`src/rtl/dbs_pkg.sv`:
```
package dbs_pkg;
  localparam int DATA_W = 32;
  localparam int LANES  = DATA_W / 8;
  localparam int CNT_W  = $clog2(LANES + 1);

  typedef enum logic [1:0] {
    PORT_WAIT = 2'd0,
    PORT_8    = 2'd1,
    PORT_16   = 2'd2,
    PORT_32   = 2'd3
  } port_e;

  typedef enum logic [1:0] {
    ST_IDLE = 2'd0,
    ST_BUS  = 2'd1,
    ST_GAP  = 2'd2
  } seq_st_e;

  // size code: 00 means a full word of LANES bytes, otherwise the byte count
  function automatic logic [CNT_W-1:0] code_to_bytes(input logic [1:0] code);
    if (code == 2'b00) return CNT_W'(LANES);
    return CNT_W'(code);
  endfunction
endpackage

```
`src/rtl/dbs_ack_decode.sv`:
```
module dbs_ack_decode
  import dbs_pkg::*;
(
  input  logic [1:0]       ack_n,
  output port_e            port,
  output logic             term,
  output logic [CNT_W-1:0] port_bytes
);
  always_comb begin
    unique case (ack_n)
      2'b11: begin port = PORT_WAIT; port_bytes = CNT_W'(0); end
      2'b10: begin port = PORT_8;    port_bytes = CNT_W'(1); end
      2'b01: begin port = PORT_16;   port_bytes = CNT_W'(2); end
      default: begin port = PORT_32; port_bytes = CNT_W'(LANES); end
    endcase
    term = (port != PORT_WAIT);
  end
endmodule

```
`src/rtl/dbs_cycle_ctrl.sv`:
```
module dbs_cycle_ctrl
  import dbs_pkg::*;
#(
  parameter int ADDR_W = 32
) (
  input  logic              clk,
  input  logic              rst,
  input  logic              req_valid,
  input  logic [1:0]        req_size,
  input  logic [ADDR_W-1:0] req_addr,
  output logic              req_ready,
  input  logic              term,
  input  logic [CNT_W-1:0]  port_bytes,
  output logic [ADDR_W-1:0] bus_addr,
  output logic [1:0]        bus_siz,
  output logic              bus_strobe,
  output logic              accept,
  output logic              capture,
  output logic [CNT_W-1:0]  take,
  output logic [CNT_W-1:0]  done_bytes,
  output logic [CNT_W-1:0]  op_bytes,
  output logic              rsp_valid
);
  seq_st_e           st;
  logic [ADDR_W-1:0] addr_q;
  logic [CNT_W-1:0]  rem_q;
  logic [CNT_W-1:0]  total_q;
  logic [CNT_W-1:0]  done_q;
  logic              last;

  assign req_ready  = (st == ST_IDLE);
  assign bus_strobe = (st == ST_BUS);
  assign bus_addr   = addr_q;
  assign bus_siz    = rem_q[1:0];
  assign accept     = req_ready && req_valid;
  assign capture    = bus_strobe && term;
  assign take       = (port_bytes < rem_q) ? port_bytes : rem_q;
  assign last       = (take == rem_q);
  assign done_bytes = done_q;
  assign op_bytes   = total_q;

  always_ff @(posedge clk) begin
    if (rst) begin
      st        <= ST_IDLE;
      addr_q    <= '0;
      rem_q     <= '0;
      total_q   <= '0;
      done_q    <= '0;
      rsp_valid <= 1'b0;
    end else begin
      rsp_valid <= 1'b0;
      unique case (st)
        ST_IDLE: begin
          if (req_valid) begin
            addr_q  <= req_addr;
            rem_q   <= code_to_bytes(req_size);
            total_q <= code_to_bytes(req_size);
            done_q  <= '0;
            st      <= ST_BUS;
          end
        end
        ST_BUS: begin
          if (term) begin
            addr_q <= addr_q + ADDR_W'(take);
            rem_q  <= rem_q - take;
            done_q <= done_q + take;
            if (last) begin
              st        <= ST_IDLE;
              rsp_valid <= 1'b1;
            end else begin
              st <= ST_GAP;
            end
          end
        end
        default: st <= ST_BUS;
      endcase
    end
  end

  assert_first_cycle_R3: assert property (@(posedge clk) disable iff (rst)
    accept |=> (bus_strobe && bus_addr == $past(req_addr) && bus_siz == $past(req_size)));

  assert_wait_hold_R4: assert property (@(posedge clk) disable iff (rst)
    (bus_strobe && !term) |=> (bus_strobe && $stable(bus_addr) && $stable(bus_siz)));

  assert_busy_not_ready_R2: assert property (@(posedge clk) disable iff (rst)
    bus_strobe |-> !req_ready);

  assert_full_port_one_cycle_R9: assert property (@(posedge clk) disable iff (rst)
    (bus_strobe && term && port_bytes == CNT_W'(LANES)) |=> rsp_valid);

  assert_strobe_gap_R10: assert property (@(posedge clk) disable iff (rst)
    (bus_strobe && term) |=> !bus_strobe);

  assert_advance_R8: assert property (@(posedge clk) disable iff (rst)
    (bus_strobe && term && !last) |=> ##1
      (bus_strobe && bus_addr == $past(bus_addr, 2) + ADDR_W'($past(take, 2))
       && bus_siz == 2'($past(rem_q, 2) - $past(take, 2))));
endmodule

```
`src/rtl/dbs_operand_asm.sv`:
```
module dbs_operand_asm
  import dbs_pkg::*;
(
  input  logic              clk,
  input  logic              rst,
  input  logic              clear,
  input  logic              capture,
  input  port_e             port,
  input  logic [1:0]        addr_low,
  input  logic [CNT_W-1:0]  op_bytes,
  input  logic [CNT_W-1:0]  done_bytes,
  input  logic [CNT_W-1:0]  take,
  input  logic [DATA_W-1:0] bus_data,
  output logic [DATA_W-1:0] operand
);
  logic [LANES-1:0] slot_we;
  logic [7:0]       slot_d [LANES];

  // slot r is result byte r counted from the least significant end
  for (genvar r = 0; r < LANES; r++) begin : g_slot
    always_comb begin
      int k;
      int m;
      int lane;
      k = int'(op_bytes) - 1 - r;
      slot_we[r] = capture && (k >= int'(done_bytes)) && (k < int'(done_bytes) + int'(take));
      m = slot_we[r] ? (k - int'(done_bytes)) : 0;
      unique case (port)
        PORT_32: lane = (int'(addr_low) + m) % LANES;
        PORT_16: lane = (int'(addr_low) + m) % 2;
        default: lane = 0;
      endcase
      slot_d[r] = bus_data[DATA_W - 8 - 8*lane +: 8];
    end
  end

  always_ff @(posedge clk) begin
    if (rst || clear) begin
      operand <= '0;
    end else begin
      for (int r = 0; r < LANES; r++) begin
        if (slot_we[r]) operand[8*r +: 8] <= slot_d[r];
      end
    end
  end

  assert_no_clear_during_capture_R2: assert property (@(posedge clk) disable iff (rst)
    !(clear && capture));

  assert_fill_from_zero_R11: assert property (@(posedge clk) disable iff (rst)
    clear |=> (operand == '0));
endmodule

```
`src/rtl/dbs_read_seq.sv`:
```
module dbs_read_seq
  import dbs_pkg::*;
#(
  parameter int ADDR_W = 32
) (
  input  logic              clk,
  input  logic              rst,
  input  logic              req_valid,
  output logic              req_ready,
  input  logic [1:0]        req_size,
  input  logic [ADDR_W-1:0] req_addr,
  output logic [ADDR_W-1:0] bus_addr,
  output logic [1:0]        bus_siz,
  output logic              bus_strobe,
  input  logic [31:0]       bus_data,
  input  logic [1:0]        bus_ack_n,
  output logic              rsp_valid,
  output logic [31:0]       rsp_data
);
  port_e            port;
  logic             term;
  logic [CNT_W-1:0] port_bytes;
  logic             accept;
  logic             capture;
  logic [CNT_W-1:0] take;
  logic [CNT_W-1:0] done_bytes;
  logic [CNT_W-1:0] op_bytes;

  dbs_ack_decode u_dec (
    .ack_n      (bus_ack_n),
    .port       (port),
    .term       (term),
    .port_bytes (port_bytes)
  );

  dbs_cycle_ctrl #(.ADDR_W(ADDR_W)) u_ctrl (
    .clk        (clk),
    .rst        (rst),
    .req_valid  (req_valid),
    .req_size   (req_size),
    .req_addr   (req_addr),
    .req_ready  (req_ready),
    .term       (term),
    .port_bytes (port_bytes),
    .bus_addr   (bus_addr),
    .bus_siz    (bus_siz),
    .bus_strobe (bus_strobe),
    .accept     (accept),
    .capture    (capture),
    .take       (take),
    .done_bytes (done_bytes),
    .op_bytes   (op_bytes),
    .rsp_valid  (rsp_valid)
  );

  dbs_operand_asm u_asm (
    .clk        (clk),
    .rst        (rst),
    .clear      (accept),
    .capture    (capture),
    .port       (port),
    .addr_low   (bus_addr[1:0]),
    .op_bytes   (op_bytes),
    .done_bytes (done_bytes),
    .take       (take),
    .bus_data   (bus_data),
    .operand    (rsp_data)
  );

  assert_single_pulse_R11: assert property (@(posedge clk) disable iff (rst)
    rsp_valid |=> !rsp_valid);

  assert_pulse_idle_R11: assert property (@(posedge clk) disable iff (rst)
    rsp_valid |-> (req_ready && !bus_strobe));
endmodule

```
`config.mk`:
```
export PLATFORM = sky130hd
export DESIGN_NAME = dbs_read_seq
export DESIGN_NICKNAME = d
export VERILOG_FILES = /design/src/rtl/dbs_pkg.sv /design/src/rtl/dbs_ack_decode.sv /design/src/rtl/dbs_cycle_ctrl.sv /design/src/rtl/dbs_operand_asm.sv /design/src/rtl/dbs_read_seq.sv
export SDC_FILE = /design/constraint.sdc
export NUM_CORES = 1
export LEC_CHECK = 0
export ABC_AREA = 1
export ABC_CLOCK_PERIOD_IN_PS = 6700
export BUFFER_PORTS_ARGS = -buffer_cell sky130_fd_sc_hd__buf_2
export CORE_MARGIN = 2
export CORE_UTILIZATION = 50
export DETAILED_ROUTE_END_ITERATION = 10
export PLACE_DENSITY = 0.73
export SYNTH_ARGS = -nofsm -noshare
export SYNTH_HDL_FRONTEND = slang
export SYNTH_SLANG_ARGS = --single-unit
```
`constraint.sdc`:
```
create_clock -name clk -period 6.7 [get_ports clk]
set_input_delay 0.335 -clock clk [delete_from_list [all_inputs] [get_ports clk]]
set_output_delay 0.335 -clock clk [all_outputs]
set_load 0.02 [all_outputs]
```
==> flow_summary.yaml, run 1 <==
outcome:
  status: "finished clean"
logic_synthesis:
  synth-warning-count: 0
  post-synth-top-area-fraction_pct: 20.7
  dominantRegCellSynth: "sky130_fd_sc_hd__dfxtp_1"
  syn_area_per_cell_um2: 6.32
  syn-instance-count: 1162
  syn-cell-area_mm2: 0.00734
  ys_seq_elements: 76
  synth.yosys.seq_area_share_pct: 20.7
  synth_area_leaders: "sky130_fd_sc_hd__dfxtp_1 (21%), sky130_fd_sc_hd__nand2_1 (17%), sky130_fd_sc_hd__ha_1 (11%)"
  yosysMostFrequentCell: "sky130_fd_sc_hd__nand2_1"
  synth-edff-count: 0
  most_frequent_cells_after_synthesis: "sky130_fd_sc_hd__nand2_1 (331), sky130_fd_sc_hd__inv_1 (122), sky130_fd_sc_hd__o21ai_0 (101)"
  ys_async_sr_fraction_pct: 0
  synth_nets: 1305
  ys_types: 47
  post-synth-top-area-cell: "sky130_fd_sc_hd__dfxtp_1"
power_and_ir_drop:
  power_density_mw_per_mm2: 217
  static-leakage-power_uw: 0.00404
  max-vdd-ir-drop_uv: 144
  power_uw: 1830
route:
  topRoutingLayerUsed: "met4"
  wl_met1_um: 10000
  met2_length_um: 9710
  postRouteAntennaNets: 0
  vias_per_cell: 5.49
  routed_wire_length_per_instance_um: 14.9
  initialDrtViolationCount: 659
  num_vias: 8039
  drt_first_pass_iters: 7
  detailroute.wirelength.met3_um: 1510
  drcViolationCount: 0
  totalWireLength_um: 21800
place:
  placer_s_final_routability_congestion_estimate: 0.956
  io_buffers: 139
  placed_instances: 1447
  hpwl_um: 16700
cts:
  bufs_on_longest_clock_path: 2
  tritoncts_num_sinks: 76
  tritoncts.num_buffers: 9
  cts_hold_repair.buffers: 0
  cts_root_buffer: "sky130_fd_sc_hd__clkbuf_16"
  buffer_count_from_post_cts_setup_fixing: 0
  worst_setup_hold_path_clk_slew_ns: 0.06
  clock_insertion_delay_worst_skew_ns: 0.36
  tritoncts: "done"
  cts.htree.levels: 3
  postCtsResizedCells: 0
cells_and_area:
  design.final.nets: 1417
  final_core_util_pct: 58.4
  number_of_filler_instances_in_the_final_layout: 1485
  area_growth_syn_to_layout_pct: 14.8
  layout-drive-gt1-share_pct: 18.2
  final_cell_count_without_fillers: 1463
  antenna_cells_inserted: 0
timing:
  finalHoldWorstSlack_ns: 0.259
  finalCritPeriodShare_pct: 82.9
  setup_violations: 0
  final_period_minus_worst_setup_slack_ns: 5.55
  slew_at_the_pin_with_the_worst_max_slew_slack_ns: 1.08
  timing_hold_violations_final: 0
  final.setup_skew_ns: 0.00692
  slew_headroom_pct: 27.2
  rsz0062_at_grt: "false"
  maxClockFrequency_mhz: 180
  slew_viol_final: 0
  fin_setup_tns_ns: 0
global_route:
  globalRoute.totalOverflow: 0
  vias_in_the_first_global_route: 7266
  initial_antenna_violation_count: 0
  grt_first_pass_wirelength_um: 35700
  grt_max_degree: 41
  global_route.usage.total_pct: 27.4
min_path:
  hp_class: "input pin to flip-flop"
job:
  maxCapViolations: 0
floorplanning:
  die-width_um: 125
  core.rowCount: 44
  io_pins: 140
  fp.coreArea_mm2: 0.0144
  start_util_pct: 50.9
  design.die.area_mm2: 0.0157
  fp.dieH_um: 125
worst_setup_path:
  critical_path_peak_fanout: 33
  regToRegSetupSlack_ns: 1.15
  path_class: "flip-flop to flip-flop"
  worst_ep_required_time_ns: 6.92
  endpoint_of_the_worst_slack_reg_to_reg_timing_path: "u_asm.operand[9]$_SDFFE_PP0N_"
  cp-start-kind: "flip-flop"
  timing.reg2reg.worst_path_depth: 26
  cp.arrival_ns: 5.78
  endpoint_kind: "flip-flop"
  crit_path_end: "u_asm.operand[9]$_SDFFE_PP0N_"
  startpoint: "u_ctrl.op_bytes[0]$_SDFFE_PP0P_"
  rr_startpoint: "u_ctrl.op_bytes[0]$_SDFFE_PP0P_"
[where the power goes]
group | switching [uW] | internal, uW | total (uW)
Clock | 216 | 329 | 545
Sequential | 51.9 | 488 | 540
Combinational | 486 | 255 | 741
Total | 754 | 1070 | 1830
[cell type report]
| class | count | area [um2] | area share (%) |
|---|---|---|---|
| multi-input cells | 912 | 5130 | 60.9 |
| flip-flops and latches | 76 | 1520 | 18.1 |
| repair buffers | 141 | 711 | 8.43 |
| inverters | 134 | 505 | 6.00 |
| well taps | 184 | 230 | 2.73 |
| clock buffers | 9 | 225 | 2.67 |
| clock inverters | 7 | 100 | 1.19 |
[cells by family after synthesis]
logic type | after synthesis | share of synthesized area, %
AOI/OAI and AO/OA | 222 | 17.3
xor gates and xnor gates | 22 | 2.98
adders and majority gates | 72 | 12.9
buffers and inverters | 174 | 9.31
DFF | 76 | 20.7
and+or+nand+nor | 596 | 36.8
[worst max-delay path: stages (launching register included)]
cell and delay (ns):
sky130_fd_sc_hd__dfxtp_1 0.53, sky130_fd_sc_hd__inv_2 0.17, sky130_fd_sc_hd__ha_1 0.58, sky130_fd_sc_hd__ha_1 0.46
sky130_fd_sc_hd__nand2_1 0.14, sky130_fd_sc_hd__nand2_1 0.11, sky130_fd_sc_hd__nand2_2 0.09, sky130_fd_sc_hd__nor2_1 0.13
sky130_fd_sc_hd__inv_1 0.06, sky130_fd_sc_hd__nor2_1 0.28, sky130_fd_sc_hd__inv_1 0.12, sky130_fd_sc_hd__ha_1 0.24
sky130_fd_sc_hd__xnor2_1 0.19, sky130_fd_sc_hd__xor2_1 0.17, sky130_fd_sc_hd__nand2_1 0.07, sky130_fd_sc_hd__nand2_1 0.07
sky130_fd_sc_hd__a21oi_2 0.07, sky130_fd_sc_hd__inv_2 0.20, sky130_fd_sc_hd__nor2_1 0.07, sky130_fd_sc_hd__ha_1 0.29
sky130_fd_sc_hd__nand2_1 0.47, sky130_fd_sc_hd__nor2_1 0.41, sky130_fd_sc_hd__nand3_4 0.18, sky130_fd_sc_hd__nand2_4 0.14
sky130_fd_sc_hd__nand2_1 0.06, sky130_fd_sc_hd__nand3_1 0.08, sky130_fd_sc_hd__a21oi_1 0.06
[worst min-delay path by stage]
stage                                 startpoint                                 to  slack (ns)  cells past startpoint
5_1_grt                              req_addr[1]    u_ctrl.bus_addr[1]$_SDFFE_PP0P_        0.27                      3
3_5_place_dp      u_asm.operand[10]$_SDFFE_PP0N_     u_asm.operand[10]$_SDFFE_PP0N_        0.46                      2
6_report                            req_addr[22]   u_ctrl.bus_addr[22]$_SDFFE_PP0P_        0.26                      3
4_1_cts                             req_addr[22]   u_ctrl.bus_addr[22]$_SDFFE_PP0P_        0.26                      3
2_1_floorplan  u_ctrl.done_bytes[2]$_SDFFE_PP0P_  u_ctrl.done_bytes[2]$_SDFFE_PP0P_        0.46                      2
3_3_place_gp      u_asm.operand[26]$_SDFFE_PP0N_     u_asm.operand[26]$_SDFFE_PP0N_        0.45                      2
[through the flow]
step | worst slack, ns | area [um2]
after floorplan | 2.02 | 7340
after global placement | 1.24 | 8100
after detailed placement | 1.20 | 8100
after CTS | 1.18 | 8430
after global routing | 0.539 | 8430
final | 1.15 | 8430
[flip-flops by register name, summed over array words and instances, names as in the netlist]
name               cells
u_ctrl.done_bytes      3
u_ctrl.rem_q           3
u_ctrl.rsp_valid       1
u_ctrl.st              2
u_asm.operand         32
u_ctrl.op_bytes        3
u_ctrl.bus_addr       32
[routing by layer]
layer	vias to the layer above	track usage (%)
li1	4041	-
met1	3658	38.3
met2	296	43.1
met3	44	4.71
met4	0	9.15
met5	-	0
[placed cells by master, fill, tap and decap left out, drive strengths merged, types with 6 or more instances in the layout]
master,n
clkinv,6
clkbuf,9
dfxtp,76
nand2,353
fa,6
buf,141
a221oi,6
nand3,109
nor3,22
nand4,12
or2,8
o21ai,103
xnor2,9
nor2,81
o211ai,10
ha,66
inv,133
xor2,13
a21oi,90
Power figures use the tool's default switching activity.
==> inputs of run 2 (changes only) <==
--- a/config.mk
+++ b/config.mk
@@ -6,7 +6,7 @@
 export NUM_CORES = 1
 export LEC_CHECK = 0
 export ABC_AREA = 1
-export ABC_CLOCK_PERIOD_IN_PS = 6700
+export ABC_CLOCK_PERIOD_IN_PS = 5400
 export BUFFER_PORTS_ARGS = -buffer_cell sky130_fd_sc_hd__buf_2
 export CORE_MARGIN = 2
 export CORE_UTILIZATION = 50
==> constraint.sdc (replaced) <==
create_clock -name clk -period 5.4 [get_ports clk]
set_input_delay 0.27 -clock clk [delete_from_list [all_inputs] [get_ports clk]]
set_output_delay 0.27 -clock clk [all_outputs]
set_load 0.02 [all_outputs]
==> flow_summary.yaml, run 2 (synthesis gave the netlist of run 1 again) <==
outcome:
  status: "finished clean"
global_route:
  initial_antenna_violation_count: 0
  grt_max_degree: 41
  vias_in_the_first_global_route: 7244
  grt_first_pass_wirelength_um: 35600
  global_route.usage.total_pct: 27.5
  globalRoute.totalOverflow: 0
timing:
  timing_hold_violations_final: 0
  final.setup_skew_ns: 0.00722
  final_period_minus_worst_setup_slack_ns: 4.89
  rsz0062_at_grt: "false"
  maxClockFrequency_mhz: 205
  finalCritPeriodShare_pct: 90.5
  slew_viol_final: 0
  slew_headroom_pct: 49.5
  setup_violations: 0
  slew_at_the_pin_with_the_worst_max_slew_slack_ns: 0.753
  fin_setup_tns_ns: 0
cells_and_area:
  area_growth_syn_to_layout_pct: 15.9
  post-route-cell-area_mm2: 0.00850
  layout-drive-gt1-share_pct: 19.3
  final_cell_mix: "sky130_fd_sc_hd__nand2_1 (332), sky130_fd_sc_hd__buf_2 (139), sky130_fd_sc_hd__inv_1 (122)"
  final_cell_count_without_fillers: 1476
  antenna_cells_inserted: 0
  most_frequent_standard_cell_in_the_layout_excluding_fill_and_tap_cells: "sky130_fd_sc_hd__nand2_1"
  design.final.nets: 1430
floorplanning:
  core.rowCount: 44
  fp.dieH_um: 125
  design.die.area_mm2: 0.0157
  fp.coreArea_mm2: 0.0144
  die-width_um: 125
  io_pins: 140
  start_util_pct: 50.9
place:
  placed_instances: 1459
  io_buffers: 139
  placer_s_final_routability_congestion_estimate: 0.925
  placement.cell_area_mm2: 0.00819
  hpwl_um: 16600
cts:
  tritoncts_num_sinks: 76
  clock_insertion_delay_worst_skew_ns: 0.35
  tritoncts.num_buffers: 9
  cts_root_buffer: "sky130_fd_sc_hd__clkbuf_16"
  bufs_on_longest_clock_path: 2
  tritoncts: "done"
  cts.htree.levels: 3
  worst_setup_hold_path_clk_slew_ns: 0.06
  cts_hold_repair.buffers: 0
  buffer_count_from_post_cts_setup_fixing: 0
worst_setup_path:
  critical_path_peak_fanout: 11
  endpoint_kind: "flip-flop"
  cp.arrival_ns: 5.11
  cp-start-kind: "flip-flop"
  cpMostUsedCell: "sky130_fd_sc_hd__nand2_1"
  path_class: "flip-flop to flip-flop"
  worst_ep_required_time_ns: 5.63
  crit_path_max_incr_delay_ns: 0.36
  critical_path.slowest_cell: "sky130_fd_sc_hd__dfxtp_2"
  startpoint: "u_ctrl.op_bytes[0]$_SDFFE_PP0P_"
  rr_startpoint: "u_ctrl.op_bytes[0]$_SDFFE_PP0P_"
route:
  num_vias: 7960
  vias_per_cell: 5.39
  routed_wire_length_per_instance_um: 14.6
  totalWireLength_um: 21600
  drcViolationCount: 0
  initialDrtViolationCount: 601
  postRouteAntennaNets: 0
  drt_first_pass_iters: 5
power_and_ir_drop:
  static-leakage-power_uw: 0.00407
  combinationalPowerShare_pct: 42.7
  pwr-share-seq_pct: 30.2
  power_density_mw_per_mm2: 260
  internal_power_contribution_uw: 1290
  p_clk_share_pct: 27.2
  total_switching_power_uw: 928
  power.switching_fraction_pct: 41.9
  max-vdd-ir-drop_uv: 150
job:
  maxCapViolations: 0
min_path:
  hp_class: "input pin to flip-flop"
  worst_hold_startpoint: "req_addr[22]"
-- run 2: changes by cell type in the layout (fill, tap and decap cells not counted), moves of 2 or more --
cell                         before  now
sky130_fd_sc_hd__ha_1            66   64
sky130_fd_sc_hd__bufinv_16        2    0
sky130_fd_sc_hd__nor2_1          75   73
sky130_fd_sc_hd__clkinvlp_4       0    2
sky130_fd_sc_hd__clkinv_4         3    0
sky130_fd_sc_hd__clkbuf_8         0    3
sky130_fd_sc_hd__ha_2             0    2
sky130_fd_sc_hd__buf_4            2   14
-- run 2: repair_timing --
item	4_1_cts	5_1_grt
resized for setup	0	8
endpoints found under the setup margin	0	16
endpoints found under the hold margin	0	0
-- run 2: cell type report --
cell class | instances | area [um2]
clock buffer | 13 | 270
timing repair buffer | 153 | 801
inverter | 134 | 508
tap | 184 | 230
multi-input combinational | 913 | 5150
fill | 1447 | 5920
clock inverter | 3 | 20.0
sequential | 76 | 1520
-- run 2: power groups by stage --
stage               registers [uW]  clock network [uW]  logic [uW]
floorplan                      710                   0         650
global route                   675                 635        1070
finish                         668                 601         944
detailed placement             679                   0         929
global placement               679                   0         918
CTS                            667                 612         935
-- run 2: through the flow --
step / util, % / hold WS, ns / power [uW] / setup slack, ns
6_report: 59.0 / 0.186 / 2210 / 0.513
5_1_grt: 59.0 / 0.196 / 2380 / 0.0275
4_1_cts: 58.8 / 0.181 / 2220 / 0.245
3_5_place_dp: 56.8 / 0.455 / 1610 / 0.270
3_3_place_gp: 56.8 / 0.452 / 1600 / 0.495
2_1_floorplan: - / 0.431 / 1360 / 0.721
-- run 2: path summary, 6_finish.rpt --
| path | cells past startpoint | to | slack (ns) |
|---|---|---|---|
| max | 36 | u_asm.operand[18]$_SDFFE_PP0N_ | 0.51 |
| min | 3 | u_ctrl.bus_addr[22]$_SDFFE_PP0P_ | 0.19 |
| max reg2reg | 36 | u_asm.operand[18]$_SDFFE_PP0N_ | 0.51 |
| min reg2reg | 2 | u_asm.operand[29]$_SDFFE_PP0N_ | 0.46 |
-- run 2: worst max-delay path, delay by kind of cell (launching register included) --
family | cells | cell delay (ns)
compound gates | 3 | 0.19
buf+inv | 6 | 0.57
xor+xnor | 2 | 0.38
flops | 1 | 0.36
fa+ha+maj | 5 | 1.37
simple gates | 20 | 1.89
-- run 2: per-layer routing --
layer	share of wire [%]	wire, um	vias to the layer above	track usage [%]
met5	0	0	-	0
met4	1.9	413	0	8.76
met3	6.8	1480	36	5.48
met2	45	9770	257	43.3
met1	46	9910	3583	37.9
li1	-	-	4084	-
